**config.mk**
```make
export PLATFORM = sky130hd
export DESIGN_NAME = deadtime_gen
export DESIGN_NICKNAME = d
export VERILOG_FILES = /design/src/rtl/dtg_pkg.sv /design/src/rtl/dtg_prescaler.sv /design/src/rtl/dtg_countdown.sv /design/src/rtl/deadtime_gen.sv
export SDC_FILE = /design/constraint.sdc
export NUM_CORES = 1
export LEC_CHECK = 0
export BUFFER_PORTS_ARGS = -buffer_cell sky130_fd_sc_hd__buf_2
export CAP_MARGIN = 20
export CORE_MARGIN = 5
export CORE_UTILIZATION = 44
export CTS_CLUSTER_DIAMETER = 100
export CTS_CLUSTER_SIZE = 12
export DETAILED_ROUTE_END_ITERATION = 6
export GPL_TIMING_DRIVEN = 0
export HOLD_SLACK_MARGIN = 0.12
export PLACE_DENSITY = 0.65
export SYNTH_ARGS = -nofsm -noshare
export SYNTH_HDL_FRONTEND = slang
export SYNTH_SLANG_ARGS = --single-unit
```
**constraint.sdc**
```tcl
create_clock -name clk -period 1.9 [get_ports clk]
set_input_delay 0.095 -clock clk [delete_from_list [all_inputs] [get_ports clk]]
set_output_delay 0.095 -clock clk [all_outputs]
set_load 0.01 [all_outputs]
```
**src/rtl/dtg_pkg.sv**
```systemverilog
package dtg_pkg;
   // compare output mode value that selects the complementary pair
   localparam logic [1:0] CMP_PAIR = 2'b01;

   typedef struct packed {
      logic p;
      logic n;
   } gate_pair_t;

   function automatic logic pair_selected(input logic pwm, input logic [1:0] mode);
      return pwm && (mode == CMP_PAIR);
   endfunction
endpackage

```
**src/rtl/dtg_prescaler.sv**
```systemverilog
module dtg_prescaler #(
   parameter int SEL_W = 2
) (
   input  logic             clk,
   input  logic             rst_n,
   input  logic             tmr_en,
   input  logic [SEL_W-1:0] div_sel,
   output logic             dt_tick
);
   localparam int PSC_W = (1 << SEL_W) - 1;

   generate
      if (SEL_W < 1 || SEL_W > 3) begin : g_bad_sel
         $error("dtg_prescaler: SEL_W must be 1..3");
      end
   endgenerate

   logic [PSC_W-1:0] psc_q;
   logic [PSC_W-1:0] mask;

   assign mask = ~({PSC_W{1'b1}} << div_sel);

   always_ff @(posedge clk or negedge rst_n) begin
      if (!rst_n)      psc_q <= '0;
      else if (tmr_en) psc_q <= psc_q + 1'b1;
   end

   assign dt_tick = tmr_en && ((psc_q & mask) == mask);
endmodule

```
**src/rtl/dtg_countdown.sv**
```systemverilog
module dtg_countdown #(
   parameter int DLY_W = 4
) (
   input  logic             clk,
   input  logic             rst_n,
   input  logic             clear,
   input  logic             load,
   input  logic [DLY_W-1:0] load_val,
   input  logic             step,
   output logic             fire
);
   generate
      if (DLY_W < 1 || DLY_W > 16) begin : g_bad_dly
         $error("dtg_countdown: DLY_W must be 1..16");
      end
   endgenerate

   logic [DLY_W-1:0] cnt_q;
   logic             pend_q;
   logic             zero;

   assign zero = (cnt_q == '0);
   assign fire = pend_q && step && zero && !load && !clear;

   always_ff @(posedge clk or negedge rst_n) begin
      if (!rst_n) begin
         cnt_q  <= '0;
         pend_q <= 1'b0;
      end else if (clear) begin
         cnt_q  <= '0;
         pend_q <= 1'b0;
      end else if (load) begin
         cnt_q  <= load_val;
         pend_q <= 1'b1;
      end else if (pend_q && step) begin
         if (zero) pend_q <= 1'b0;
         else      cnt_q  <= cnt_q - 1'b1;
      end
   end
endmodule

```
**src/rtl/deadtime_gen.sv**
```systemverilog
module deadtime_gen #(
   parameter int SEL_W = 2,
   parameter int DLY_W = 4
) (
   input  logic               clk,
   input  logic               rst_n,
   input  logic               tmr_en,
   input  logic               wave_in,
   input  logic               pwm_on,
   input  logic [1:0]         cmp_mode,
   input  logic               inv_en,
   input  logic [SEL_W-1:0]   div_sel,
   input  logic [2*DLY_W-1:0] dt_cfg,
   output logic               gate_p,
   output logic               gate_n
);
   import dtg_pkg::*;

   localparam int CFG_W = 2 * DLY_W;

   logic             comp_en;
   logic             comp_q;
   logic             wave_q;
   logic             dt_tick;
   logic             load;
   logic             clear;
   logic             fire;
   logic [DLY_W-1:0] lag_true;
   logic [DLY_W-1:0] lag_cmpl;
   logic [DLY_W-1:0] load_val;
   gate_pair_t       raw_q;
   logic             p_raw;
   logic             n_raw;

   assign lag_true = dt_cfg[DLY_W-1:0];
   assign lag_cmpl = dt_cfg[CFG_W-1:DLY_W];
   assign comp_en  = pair_selected(pwm_on, cmp_mode);
   assign load     = tmr_en && comp_en && ((wave_in != wave_q) || !comp_q);
   assign clear    = tmr_en && !comp_en;
   assign load_val = wave_in ? lag_true : lag_cmpl;

   dtg_prescaler #(.SEL_W(SEL_W)) u_psc (
      .clk     (clk),
      .rst_n   (rst_n),
      .tmr_en  (tmr_en),
      .div_sel (div_sel),
      .dt_tick (dt_tick)
   );

   dtg_countdown #(.DLY_W(DLY_W)) u_cnt (
      .clk      (clk),
      .rst_n    (rst_n),
      .clear    (clear),
      .load     (load),
      .load_val (load_val),
      .step     (dt_tick),
      .fire     (fire)
   );

   always_ff @(posedge clk or negedge rst_n) begin
      if (!rst_n) begin
         wave_q <= 1'b0;
         comp_q <= 1'b0;
      end else if (tmr_en) begin
         wave_q <= wave_in;
         comp_q <= comp_en;
      end
   end

   always_ff @(posedge clk or negedge rst_n) begin
      if (!rst_n) begin
         raw_q <= '0;
      end else if (tmr_en) begin
         if (!comp_en) begin
            raw_q.p <= wave_in;
            raw_q.n <= 1'b0;
         end else if (load) begin
            raw_q <= '0;
         end else if (fire) begin
            raw_q.p <= wave_q;
            raw_q.n <= !wave_q;
         end
      end
   end

   assign p_raw = raw_q.p;
   assign n_raw = raw_q.n;

   generate
      if (CFG_W != 2 * DLY_W) begin : g_bad_cfg
         $error("deadtime_gen: configuration width mismatch");
      end
   endgenerate

   assign gate_p = p_raw ^ (comp_q & inv_en);
   assign gate_n = n_raw ^ (comp_q & inv_en);
endmodule

```
==> metrics.txt <==
global route total overflow=0; crit path capture type=flop; row cnt=15; Synth Net Count=95; Mapped Avg Cell Area=10.56 um^2; Post-Layout Cell Count=125; fin crit share=89.81%; Synth Area in Adders=3.160%; cell mode on critical path=nor3b_2; Die Width=52.43 um; Worst Path Arrival=1.87 ns; skew final=0.003874 ns; largest family of logic cells by synthesized area=simple AND/OR/NAND/NOR gates; maxcap violations=0; vias in the first global route=636; H-tree Lvls=1; Initial Util=45.87%; setup_tns=0 ns; layout cells sized above 1=38.00%; number of I/O pins=20; DRC errors left=0; largest net degree at the start of global routing=13; Synth Instances=75; fin area=979.7 um^2; Hold WS=0.1662 ns; Syn Std Cell Area=792.0 um^2; total number of vias=657; Max Buffers Root-to-Sink=2; HPWL Detailed=1.302 mm; Slew Limit Headroom=71.81%; via/cell ratio=5.256; Worst Setup Path Type=flop to flop; P_leak=0.4642 nW; Synth Area in XOR/XNOR=5.529%; post-synthesis simple-gate area fraction=22.75%; PD cells=767.8 nW/um^2; achievable frequency=0.5860 GHz; clock-pin slew on the worst setup and hold paths=0.08 ns; CP Launch Type=flop; Sink Count=12; Nets=121; register area share after synthesis=37.91%; GR Util All Layers=14.06%; Synth cell types=37; RSZ-0062 raised after global routing=no; Crit path largest cell delay=0.40 ns; placed instance area=913.4 um^2; CP max-delay cell=dfrtp_1; final WL=1.687 mm; post-route ant nets=0; Placer Congestion=0.8397; clk_lat worst skew=0.27 ns; critical path cell sequence=inv_1 -> ha_1 -> nor3b_2 -> nor3b_2 -> o21ai_1 -> mux2_1; antenna violations before repair=0; total CTS buffers=3; Layout area overhead=23.70%; Iter 0 DRT Violations=7; Max VDD drop=0.6183 mV; minimum clock period=1.706 ns; worst min path class=input pin to flop; status=finished clean; Crit path required time=2.06 ns; critical path's top delay family=simple AND/OR/NAND/NOR gates; Compound-Gate Fraction of Synth Area=17.69%; #FFs+latches synth=12; max-slew violations=0; crit-path max FO=3; Core Area=1727 um^2; PortBufs=18; Buffers & Inverters on Critical Path=1; final core utilization=56.74%; Routed WL per cell=13.50 um; die height=52.43 um; final setup vio count=0; Yosys warning total=0; Root Driver=clkbuf_4; first-pass GRT wire length=2.787 mm; die area=2748 um^2; Inst Count DP=118; Antenna diodes=0; total iterations of the first detailed-routing run=4; final hold violation count=0; worst slew pin tran=0.4228 ns; TritonCTS clock tree=built; mux cell area share after synthesis=9.637%
## what timing repair did
action                    4_1_cts  5_1_grt
hold endpoints to repair       14        0
hold buffers                    3        0
resized for setup               0        0
buffers inserted                0        0
## final cells by class
type / count / area (um^2)
Multi-Input combinational cell: 58 / 465.4
Buffer: 2 / 15.01
Inverter: 3 / 11.26
Timing Repair Buffer: 21 / 120.1
Clock buffer: 4 / 36.28
Sequential cell: 12 / 300.3
Fill cell: 168 / 747.0
Tap cell: 25 / 31.28
## cells in the final DEF, fill, tap and decap left out, drive strengths merged, types with 3 or more instances in the layout
cell / n
clkbuf: 5
inv: 3
xnor2: 4
mux2: 5
nor3b: 3
nand2: 6
o21ai: 7
buf: 19
dlygate4sd3: 3
nor3: 4
nor2: 4
dfrtp: 12
## sequential cells by signal (all words and copies together), names as in the netlist
signal,flops
p_raw,1
u_cnt.pend_q,1
wave_q,1
comp_q,1
u_cnt.cnt_q,4
u_psc.psc_q,3
n_raw,1
## metal layers
metal | vias to the layer above | part of all wire, % | global-route usage [%]
li1 | 322 | - | -
met1 | 308 | 43 | 17.11
met2 | 23 | 48 | 22.93
met3 | 4 | 7.1 | 5.413
met4 | 0 | 1.5 | 3.830
met5 | - | 0 | 0
## report_power, final
group          switching, mW  internal [mW]
clock                 0.0870          0.117
combinational         0.0877          0.113
sequential            0.0469          0.301
total                  0.222          0.531
## synthesized netlist by cell type
cell type   n  area share, %
dfrtp_1    12             38
nand2_1     5            2.4
mux2_2      4            5.7
nor2_1      4            1.9
o21ai_0     4            2.5
xnor2_1     4            4.4
inv_1       3            1.4
nor3_1      3            1.9
a21oi_1     2            1.3
and4_1      2            2.2
ha_1        2            3.2
mux2i_1     2            2.5
nand3b_1    2            1.9
nor3b_2     2            3.2
o21ai_2     2            2.2
a211o_1     1            1.1
a21boi_0    1           0.95
a21boi_4    1            2.4
a21o_1      1           0.95
a221o_1     1            1.3
a22o_2      1            1.3
a2bb2oi_1   1            1.1
and2_4      1            1.1
and3b_2     1            1.3
buf_6       1            1.4
clkbuf_1    1           0.47
mux2_1      1            1.4
nand2_4     1            1.4
nand2b_4    1            1.7
nor3_2      1            1.3
nor3b_1     1           0.95
nor4_1      1           0.79
o21ai_1     1           0.63
o2bb2ai_1   1            1.1
o31ai_1     1           0.95
or3_1       1           0.79
xor2_1      1            1.1
## logic make-up after synthesis
family          after synthesis
compound gates               18
xor+xnor                      5
fa+ha+maj                     2
buf+inv                       5
flops                        12
mux                           7
simple gates                 26
## metrics by stage
stage / worst slack [ns] / total power [mW]
2_1_floorplan: 0.3738 / 0.4932
3_3_place_gp: 0.2162 / 0.5467
3_5_place_dp: 0.2056 / 0.5525
4_1_cts: 0.1818 / 0.7635
5_1_grt: 0.09447 / 0.8076
6_report: 0.1935 / 0.7522
## worst register-to-register path, cell delays in order, from the launching register on
cell and delay [ns]:
dfrtp_1 0.40, inv_1 0.08, ha_1 0.19, nor3b_2 0.21, nor3b_2 0.27, o21ai_1 0.14
mux2_1 0.32
## final timing paths
check	start	end	slack [ns]	depth (start not counted)
min reg2reg	u_psc.psc_q[2]$_DFFE_PN0P_	u_psc.psc_q[2]$_DFFE_PN0P_	0.48	1
max in group asynchronous	rst_n	comp_q$_DFFE_PN0P_	1.47	2
max reg2reg	u_cnt.cnt_q[0]$_DFFE_PN0P_	p_raw$_DFFE_PN0P_	0.19	6
min	dt_cfg[4]	u_cnt.cnt_q[0]$_DFFE_PN0P_	0.17	3
min in group asynchronous	rst_n	p_raw$_DFFE_PN0P_	0.22	2
max	u_cnt.cnt_q[0]$_DFFE_PN0P_	p_raw$_DFFE_PN0P_	0.19	6
Power figures use the tool's default switching activity.
